<file path="src/rtl/irq_casc_pkg.sv">
package irq_casc_pkg;
  typedef enum logic [1:0] {
    ST_IDLE = 2'd0,
    ST_ACK1 = 2'd1,
    ST_ACK2 = 2'd2,
    ST_DONE = 2'd3
  } seq_state_e;

  localparam int unsigned N_CAS = 2;
endpackage

</file>
<file path="src/rtl/irq_sync.sv">
module irq_sync #(
  parameter int unsigned W = 5
) (
  input  logic         clk_i,
  input  logic         rst_ni,
  input  logic [W-1:0] async_i,
  output logic [W-1:0] sync_o
);
  logic [W-1:0] ff1_q, ff2_q;

  always_ff @(posedge clk_i or negedge rst_ni) begin
    if (!rst_ni) begin
      ff1_q <= '0;
      ff2_q <= '0;
    end else begin
      ff1_q <= async_i;
      ff2_q <= ff1_q;
    end
  end

  assign sync_o = ff2_q;

  // cycles since reset, saturating, so $past never reaches before reset
  logic [1:0] age_q;
  always_ff @(posedge clk_i or negedge rst_ni) begin
    if (!rst_ni) age_q <= '0;
    else if (age_q != 2'd3) age_q <= age_q + 2'd1;
  end

  assert_two_flop_delay_R1: assert property (@(posedge clk_i) disable iff (!rst_ni)
    (age_q == 2'd3) |-> (sync_o == $past(async_i, 2)));
endmodule

</file>
<file path="src/rtl/irq_line_sense.sv">
module irq_line_sense (
  input  logic clk_i,
  input  logic rst_ni,
  input  logic sync_i,
  input  logic edge_mode_i,
  input  logic mask_i,
  input  logic ignore_i,
  input  logic clr_i,
  output logic act_o
);
  logic prev_q, pend_q;
  logic rise, enable;

  assign enable = ~mask_i & ~ignore_i;
  assign rise   = sync_i & ~prev_q;

  always_ff @(posedge clk_i or negedge rst_ni) begin
    if (!rst_ni) begin
      prev_q <= 1'b0;
      pend_q <= 1'b0;
    end else begin
      prev_q <= sync_i;
      // new edge wins over a same-cycle clear
      if (edge_mode_i) pend_q <= (pend_q & ~clr_i) | (rise & enable);
      else             pend_q <= 1'b0;
    end
  end

  assign act_o = enable & (edge_mode_i ? pend_q : sync_i);

  assert_pend_holds_R2: assert property (@(posedge clk_i) disable iff (!rst_ni)
    (edge_mode_i && pend_q && !clr_i) ##1 edge_mode_i |-> pend_q);
endmodule

</file>
<file path="src/rtl/irq_prio.sv">
module irq_prio #(
  parameter int unsigned N = 5,
  localparam int unsigned IW = (N > 1) ? $clog2(N) : 1
) (
  input  logic [N-1:0]  req_i,
  output logic          any_o,
  output logic [IW-1:0] idx_o
);
  always_comb begin
    idx_o = '0;
    for (int i = N - 1; i >= 0; i--) begin
      if (req_i[i]) idx_o = IW'(i);
    end
  end

  assign any_o = |req_i;
endmodule

</file>
<file path="src/rtl/irq_casc_ctrl.sv">
module irq_casc_ctrl #(
  parameter int unsigned N_LINES   = 5,
  parameter int unsigned TYPE_W    = 8,
  parameter logic [7:0]  BASE_TYPE = 8'h0C,
  localparam int unsigned IW = $clog2(N_LINES)
) (
  input  logic                clk_i,
  input  logic                rst_ni,
  input  logic [N_LINES-1:0]  req_i,
  input  logic                mode_i,
  input  logic [1:0]          cascade_en_i,
  input  logic [N_LINES-1:0]  edge_mode_i,
  input  logic [N_LINES-1:0]  mask_i,
  input  logic                core_ack_i,
  input  logic                select_n_i,
  input  logic [TYPE_W-1:0]   bus_type_i,
  output logic                core_req_o,
  output logic                vec_valid_o,
  output logic [TYPE_W-1:0]   vec_type_o,
  output logic [1:0]          cas_ack_n_o,
  output logic                irq_o
);
  import irq_casc_pkg::*;

  logic               is_slave;
  logic [1:0]         cas_eff;
  logic [N_LINES-1:0] sync_req, ignore, act, clr;
  logic               any_act;
  logic [IW-1:0]      grant_idx;
  logic               take, slv_take, grant_cas;
  seq_state_e         state_q;
  logic               cas_line_q, seen_q;
  logic [TYPE_W-1:0]  type_q;

  assign is_slave = mode_i;
  assign cas_eff  = cascade_en_i & {2{~is_slave}};

  irq_sync #(.W(N_LINES)) u_sync (
    .clk_i  (clk_i),
    .rst_ni (rst_ni),
    .async_i(req_i),
    .sync_o (sync_req)
  );

  for (genvar i = 0; i < N_LINES; i++) begin : g_line
    // lines N_CAS..2*N_CAS-1 double as acknowledge pins
    if (i >= N_CAS && i < 2 * N_CAS) begin : g_shared
      assign ignore[i] = cas_eff[i-N_CAS];
    end else begin : g_plain
      assign ignore[i] = 1'b0;
    end

    assign clr[i] = (take && grant_idx == IW'(i)) || (slv_take && i == 0);

    irq_line_sense u_sense (
      .clk_i      (clk_i),
      .rst_ni     (rst_ni),
      .sync_i     (sync_req[i]),
      .edge_mode_i(edge_mode_i[i]),
      .mask_i     (mask_i[i]),
      .ignore_i   (ignore[i]),
      .clr_i      (clr[i]),
      .act_o      (act[i])
    );
  end

  irq_prio #(.N(N_LINES)) u_prio (
    .req_i(act),
    .any_o(any_act),
    .idx_o(grant_idx)
  );

  assign core_req_o = ~is_slave && (state_q == ST_IDLE) && any_act;
  assign take       = core_req_o && core_ack_i;
  assign grant_cas  = (grant_idx < IW'(N_CAS)) && cas_eff[grant_idx[0]];
  assign slv_take   = is_slave && (state_q == ST_IDLE) && !select_n_i && seen_q;
  assign irq_o      = is_slave && (|act[N_LINES-1:1]);

  always_ff @(posedge clk_i or negedge rst_ni) begin
    if (!rst_ni) begin
      state_q    <= ST_IDLE;
      cas_line_q <= 1'b0;
      type_q     <= '0;
      seen_q     <= 1'b0;
    end else begin
      if (!is_slave || slv_take) seen_q <= 1'b0;
      else if (act[0])           seen_q <= 1'b1;

      unique case (state_q)
        ST_IDLE: begin
          if (take) begin
            cas_line_q <= grant_idx[0];
            if (grant_cas) begin
              state_q <= ST_ACK1;
            end else begin
              type_q  <= TYPE_W'(BASE_TYPE) + TYPE_W'(grant_idx);
              state_q <= ST_DONE;
            end
          end else if (slv_take) begin
            type_q  <= bus_type_i;
            state_q <= ST_DONE;
          end
        end
        ST_ACK1: state_q <= ST_ACK2;
        ST_ACK2: begin
          type_q  <= bus_type_i;
          state_q <= ST_DONE;
        end
        default: state_q <= ST_IDLE;
      endcase
    end
  end

  for (genvar k = 0; k < N_CAS; k++) begin : g_ack
    assign cas_ack_n_o[k] = !(((state_q == ST_ACK1) || (state_q == ST_ACK2))
                              && (cas_line_q == k[0]));

    assert_ack_two_cycles_R7: assert property (@(posedge clk_i) disable iff (!rst_ni)
      $fell(cas_ack_n_o[k]) |=> (!cas_ack_n_o[k] ##1 cas_ack_n_o[k]));

    assert_valid_after_ack_R7: assert property (@(posedge clk_i) disable iff (!rst_ni)
      $rose(cas_ack_n_o[k]) |-> vec_valid_o);
  end

  assign vec_valid_o = (state_q == ST_DONE);
  assign vec_type_o  = type_q;

  assert_valid_pulse_R6: assert property (@(posedge clk_i) disable iff (!rst_ni)
    vec_valid_o |=> !vec_valid_o);

  assert_no_ignored_grant_R8: assert property (@(posedge clk_i) disable iff (!rst_ni)
    take |-> !ignore[grant_idx]);

  assert_slave_no_ack_R9: assert property (@(posedge clk_i) disable iff (!rst_ni)
    (is_slave && $past(is_slave)) |-> (&cas_ack_n_o));

  assert_select_gated_R10: assert property (@(posedge clk_i) disable iff (!rst_ni)
    (is_slave && state_q == ST_IDLE && !seen_q) |=> !vec_valid_o);
endmodule

</file>
<file path="config.mk">
export PLATFORM = sky130hd
export DESIGN_NAME = irq_casc_ctrl
export DESIGN_NICKNAME = d
export VERILOG_FILES = /design/src/rtl/irq_casc_pkg.sv /design/src/rtl/irq_sync.sv /design/src/rtl/irq_line_sense.sv /design/src/rtl/irq_prio.sv /design/src/rtl/irq_casc_ctrl.sv
export SDC_FILE = /design/constraint.sdc
export NUM_CORES = 1
export LEC_CHECK = 0
export BUFFER_PORTS_ARGS = -buffer_cell sky130_fd_sc_hd__clkbuf_2
export CORE_MARGIN = 8
export CORE_UTILIZATION = 55
export CTS_BUF_LIST = sky130_fd_sc_hd__clkbuf_8 sky130_fd_sc_hd__clkbuf_16
export CTS_CLUSTER_DIAMETER = 30
export DETAILED_ROUTE_END_ITERATION = 16
export PLACE_DENSITY = 0.93
export SETUP_SLACK_MARGIN = 0.4
export SYNTH_ARGS = -nofsm -noshare
export SYNTH_HDL_FRONTEND = slang
export SYNTH_SLANG_ARGS = --single-unit
</file>
<file path="constraint.sdc">
create_clock -name clk_i -period 5.9 [get_ports clk_i]
set_clock_uncertainty 0.05 [all_clocks]
set_input_delay 0.885 -clock clk_i [delete_from_list [all_inputs] [get_ports clk_i]]
set_output_delay 0.885 -clock clk_i [all_outputs]
set_load 0.005 [all_outputs]
</file>
==> flow_summary_export.csv, run 1 <==
group,metric,value,unit
outcome,outcome,"completed",
synth,syn_inst,122,
pwr,p_int,513.0,uW
setup_path,crit_fanout,5,
placement,place.detailed.hpwl,2639,um
sta,drv_slew,0,
pwr,power_frac_comb,0.379,
synth,syn-cell-area,0.001528,mm^2
run,max_cap_violations,0,
synth,ys_seq_area_frac,0.5242,
setup_path,path_class,"input port to primary output",
setup_path,arrival,2.11,ns
routing,drtIter0Drc,41,
clock_tree,cts_buffer_depth,2,
global_route,gr-total-overflow,0,
floorplanning,die_area,0.004720,mm^2
synth,synth_common_cells,"dfrtp_1, nor2_1, mux2_4",
floorplanning,core,0.002686,mm^2
clock_tree,clk_pin_slew,0.07,ns
setup_path,reg2reg_depth,6,
synth,synth_edf_count,0,
finish,layout.nets,205,
setup_path,crit_required,4.97,ns
global_route,gr-usage-met1,0.1783,
setup_path,end_kind,"primary output",
routing,vias,1211,
clock_tree,cts_tree,"yes",
sta,slew-limit-headroom,0.4422,
pwr,switchingPower,245.8,uW
global_route,grt_use_total,0.1757,
synth,async_flop_share,1.000,
sta,hold_viol,0,
synth,synth_area_per_cell,12.52,um^2
clock_tree,clkLatencyLatePin,0.29,ns
pwr,pwr_density_cell,406.4,mW/mm^2
routing,dr.pass1.iters,4,
routing,drc_errors,0,
setup_path,crit_chain,"clkbuf_2 -> mux2i_1 -> nor3_4 -> nor4_2 -> nor3b_1 -> clkbuf_2",
clock_tree,cts.repair.resized,0,
global_route,grt_max_degree,33,
synth,yosys_register_bits,32,
synth,synth.area.top_cells,"dfrtp_1, mux2_4, mux2i_1",
pwr,clockPowerShare,0.227,
clock_tree,holdBufCountCts,0,
sta,fmax,328.9,MHz
pwr,peakVddDrop,0.0003121,V
setup_path,slowest_delay,0.46,ns
worst_hold_path,hold_class,"flop to flop",
placement,port_buffers,42,
synth,dominantRegCellSynth,"dfrtp_1",
finish,area_growth,22.19,%
placement,dp.cells,195,
global_route,grt_pass1_vias,1316,
pwr,power_frac_seq,0.394,
clock_tree,cts_made_buffers,5,
worst_hold_path,hold_depth,0,
global_route,antenna_found_initial,0,
global_route,top_usage_layer,"met2",
placement,gp_congestion,0.8192,
floorplanning,die_w,68.71,um
synth,yosysMostFrequentCell,"dfrtp_1",
setup_path,cp_slowest_cell,"nor4_2",
floorplanning,start_util,0.5687,
finish,diodes,0,
setup_path,startpoint_type,"input port",
routing,routed_via_density,5.966,
clock_tree,clock-root-buffer,"clkbuf_8",
global_route,met3_usage,0.07916,
global_route,grt_pass1_wl,5961,um
floorplanning,ioPinCount,43,
synth,syn_nets,156,
synth,synth_area_leader_cell,"dfrtp_1",
clock_tree,htree_num_levels,2,
routing,wl,3838,um
global_route,use_met2,0.2764,
sta,finalCritPeriodShare,0.5153,
synth,ys_types,34,
sta,rsz0062_at_grt,"no",
clock_tree,postCtsSetupBuffers,0,
pwr,switching_share,0.3239,
finish,drive_gt1_frac,0.4302,
setup_path,critPathMostFrequentCell,"clkbuf_2",
sta,period_needed,3.040,ns
sta,setup_viol,0,
synth,yosysWarnings,0,
routing,route.antenna.remaining_nets,0,
clock_tree,clock-sinks,32,
routing,wl_per_cell,18.91,um
finish,instances_no_fill,203,
sta,setup_tns,0,ns
floorplanning,row_count,19,
pwr,p_leak,0.0009154,uW
synth,synth_top_area_frac,0.5242,
floorplanning,chipHeight,68.71,um
sta,worst_pin_slew,0.8303,ns
-- cell type report --
type,count,area [um^2]
tap,31,38.79
inverter,6,22.52
clock inverter,2,7.507
fill,179,819.5
timing repair buffer,42,210.2
sequential,32,800.8
multi-input combinational,84,704.4
clock buffer,6,82.58
-- cells by family (layout without fill, tap and decap cells) --
kind of cell | Yosys count | in the layout | share of synthesized area
DFF | 32 | 32 | 0.5242
buffers and inverters | 6 | 56 | 0.01474
AOI/OAI and AO/OA | 22 | 22 | 0.1097
muxes | 16 | 16 | 0.1302
adders and majority gates | 4 | 4 | 0.03276
and+or+nand+nor | 42 | 42 | 0.1884
-- state kept, by name, summed over array words and instances (netlist names) --
signal / flops
seen_q: 1
u_sync.sync_o: 5
g_line.u_sense.pend_q: 5
state_q: 2
g_line.u_sense.prev_q: 5
u_sync.ff1_q: 5
vec_type_o: 8
cas_line_q: 1
-- stage by stage --
stage,total power (uW),cell area [um^2],hold slack [ns],util,setup slack [ns]
2_1_floorplan,489.3,1528,0.2812,-,3.217
3_3_place_gp,571.5,1777,0.2816,0.6614,2.907
3_5_place_dp,586.3,1777,0.2847,0.6614,2.862
4_1_cts,764.6,1867,0.2995,0.6949,2.863
5_1_grt,800.9,1867,0.3069,0.6949,2.795
6_report,758.7,1867,0.2969,0.6949,2.860
-- critical path, delay by kind of cell --
family                 cells  cell delay [ns]
and+or+nand+nor            3             0.68
buffers and inverters      2             0.24
muxes                      1             0.30
-- path summary, 6_finish.rpt --
| kind | startpoint | endpoint | slack [ns] |
|---|---|---|---|
| worst max-delay path | edge_mode_i[2] | core_req_o | 2.86 |
| max in group asynchronous | rst_ni | vec_type_o[6] | 4.70 |
| worst min register to register | u_sync.ff1_q[0] | u_sync.sync_o[0] | 0.30 |
| worst min-delay path | u_sync.ff1_q[0] | u_sync.sync_o[0] | 0.30 |
| worst max register to register | state_q[0] | vec_type_o[1] | 3.30 |
| min in group asynchronous | rst_ni | g_line[2].u_sense.pend_q | 0.60 |
-- cell usage in the layout, fill, tap and decap left out --
cell / n
nand2_1: 6
a22oi_1: 1
a311o_1: 1
nand3b_1: 3
a21oi_1: 3
o211a_1: 1
a21boi_0: 4
clkbuf_2: 42
nand2b_1: 1
mux2i_1: 6
mux2_2: 3
or3b_1: 1
nand3_1: 1
or2b_2: 2
o21ai_0: 6
o211a_4: 1
or3_1: 1
nor2b_1: 4
nor3_1: 2
dfrtp_1: 32
nor3_4: 2
or4b_2: 2
or3b_2: 1
ha_1: 4
nor4_2: 1
o41a_2: 1
inv_1: 8
o22ai_2: 1
o31ai_1: 3
mux2_4: 7
nor2_1: 9
clkbuf_8: 6
nor2b_2: 2
nor3b_4: 1
nor3b_1: 1
or2_2: 2
-- power groups by stage --
| stage | logic, uW | registers [uW] | clock network, uW |
|---|---|---|---|
| global placement | 274 | 298 | 0 |
| floorplan | 191 | 298 | 0 |
| global route | 312 | 305 | 185 |
| CTS | 290 | 299 | 176 |
| finish | 287 | 299 | 172 |
| detailed placement | 284 | 302 | 0 |
-- per-layer routing --
layer | wire length (um) | part of all wire
met5 | 0 | 0
met4 | 232 | 0.060
met3 | 315 | 0.082
met2 | 1872 | 0.49
met1 | 1417 | 0.37
Note: power is estimated with default switching activity, not from simulation.
==> run 2: changes to the inputs <==
CORE_UTILIZATION = 51   (was 55)
PLACE_DENSITY = 0.87   (was 0.93)
clock period = 2.95 ns   (was 5.9 ns; I/O delays follow)
==> flow_summary_export.csv, run 2 (synthesized netlist as in run 1, its figures left out) <==
group,metric,value,unit
floorplanning,start_util,0.5174,
routing,dr.pass1.iters,4,
routing,wl_per_cell,16.86,um
routing,route.antenna.remaining_nets,0,
sta,hold_viol,0,
sta,rsz0062_at_grt,"no",
routing,drc_errors,0,
setup_path,reg2reg_depth,6,
pwr,switching_share,0.3089,
global_route,gr-total-overflow,0,
clock_tree,cts_made_buffers,5,
finish,instances_no_fill,205,
pwr,power_frac_seq,0.381,
global_route,grt_pass1_wl,5796,um
clock_tree,cts_tree,"yes",
global_route,grt_pass1_vias,1254,
sta,setup_viol,0,
setup_path,crit_fanout,4,
clock_tree,clock-root-buffer,"clkbuf_8",
sta,period_needed,2.360,ns
pwr,power,1578,uW
placement,place.detailed.hpwl,2589,um
finish,largest_register_ffs,8,
clock_tree,cts_buffer_depth,2,
clock_tree,clk_pin_slew,0.06,ns
pwr,p_leak,0.0009228,uW
placement,port_buffers,42,
pwr,p_int,1090,uW
finish,drive_gt1_frac,0.4419,
setup_path,startpoint_type,"flop",
sta,finalCritPeriodShare,0.8001,
outcome,outcome,"completed",
placement,gp_congestion,0.9394,
worst_hold_path,hold_class,"input port to async pin",
placement,dp.cells,197,
finish,area_growth,23.83,%
floorplanning,chipHeight,70.73,um
sta,setup_tns,0,ns
clock_tree,clkLatencyLatePin,0.28,ns
routing,wl,3457,um
routing,vias,1140,
sta,fmax,423.7,MHz
pwr,pwr_density_cell,834.1,mW/mm^2
finish,design_area,0.001892,mm^2
global_route,grt_use_total,0.1484,
setup_path,regToRegSetupSlack,0.60,ns
sta,worst_pin_slew,0.7667,ns
floorplanning,ioPinCount,43,
routing,routed_via_density,5.561,
finish,layout_commonest_cell,"clkbuf_2",
setup_path,reg2reg_to,"vec_type_o[1]",
setup_path,path_class,"flop to primary output",
sta,slew-limit-headroom,0.4889,
global_route,grt_max_degree,33,
clock_tree,htree_num_levels,2,
finish,diodes,0,
floorplanning,die_w,70.73,um
setup_path,arrival,1.87,ns
clock_tree,holdBufCountCts,0,
pwr,clockPowerShare,0.256,
routing,drtIter0Drc,31,
pwr,peakVddDrop,0.0005235,V
setup_path,crit_required,2.46,ns
setup_path,end_kind,"primary output",
sta,drv_slew,0,
pwr,switchingPower,487.5,uW
run,max_cap_violations,0,
finish,mostFrequentLayoutCells,"clkbuf_2, dfrtp_1, nor2_1",
floorplanning,core,0.002953,mm^2
pwr,power_frac_comb,0.362,
finish,fillers,238,
floorplanning,row_count,20,
clock_tree,clock-sinks,32,
finish,layout.nets,205,
setup_path,rr_startpoint,"state_q[0]",
placement,post_dp_cell_area,0.001779,mm^2
floorplanning,die_area,0.005003,mm^2
global_route,antenna_found_initial,0,
[run 2: cell count changes in the layout (fill, tap and decap cells not counted)]
cell	delta
inv_1	-1
clkinv_2	+1
bufinv_16	+1
nor3_1	-1
clkbuf_8	-1
nor3_2	+1
[run 2: worst max-delay path: stages, from the launching register on]
cell      delay (ns)
dfrtp_1         0.40
mux2i_1         0.25
o22ai_2         0.15
nor4_2          0.51
nor3b_1         0.12
clkbuf_2        0.15
[run 2: cell type report]
cell class	instances	area, um^2	share of cell area
Clock buffer	5	68.82	0.03638
Clock inverter	3	38.79	0.02050
Inverter	6	22.52	0.01190
Multi-Input combinational cell	84	709.4	0.3750
Tap cell	33	41.29	0.02183
Sequential cell	32	800.8	0.4233
Timing Repair Buffer	42	210.2	0.1111
[run 2: through the flow]
step / hold WS, ns / util / setup slack [ns]
2_1_floorplan: 0.09691 / - / 0.7093
3_3_place_gp: 0.2839 / 0.6025 / 0.4294
3_5_place_dp: 0.2871 / 0.6025 / 0.3067
4_1_cts: 0.1939 / 0.6407 / 0.6128
5_1_grt: 0.2003 / 0.6407 / 0.4403
6_report: 0.1705 / 0.6407 / 0.5897
[run 2: power by group through the flow]
stage	registers, uW	clock network [uW]	logic (uW)
after global routing	611	430	620
after CTS	600	414	577
after floorplan	596	0	382
after global placement	598	0	549
final	602	405	572
after detailed placement	603	0	569
[run 2: timing repair]
action / CTS / global route
resized for setup: 1 / 0
setup buffers: 0 / 0
setup endpoints to repair: 2 / 0
[run 2: worst max-delay path by stage]
stage | start | endpoint | slack [ns] | depth (start not counted)
2_1_floorplan | cascade_en_i[1] | vec_type_o[0] | 0.71 | 6
3_3_place_gp | cascade_en_i[1] | vec_type_o[0] | 0.43 | 7
3_5_place_dp | mode_i | vec_type_o[1] | 0.31 | 7
4_1_cts | state_q[1] | vec_type_o[1] | 0.61 | 6
5_1_grt | u_sync.sync_o[0] | core_req_o | 0.44 | 5
6_report | u_sync.sync_o[0] | core_req_o | 0.59 | 5
[run 2: layer usage]
| metal | wire length (um) | GRT usage |
|---|---|---|
| met2 | 1706 | 0.2441 |
| met4 | 82 | 0.07621 |
| met5 | 0 | 0 |
| met1 | 1509 | 0.1671 |
| met3 | 158 | 0.04944 |
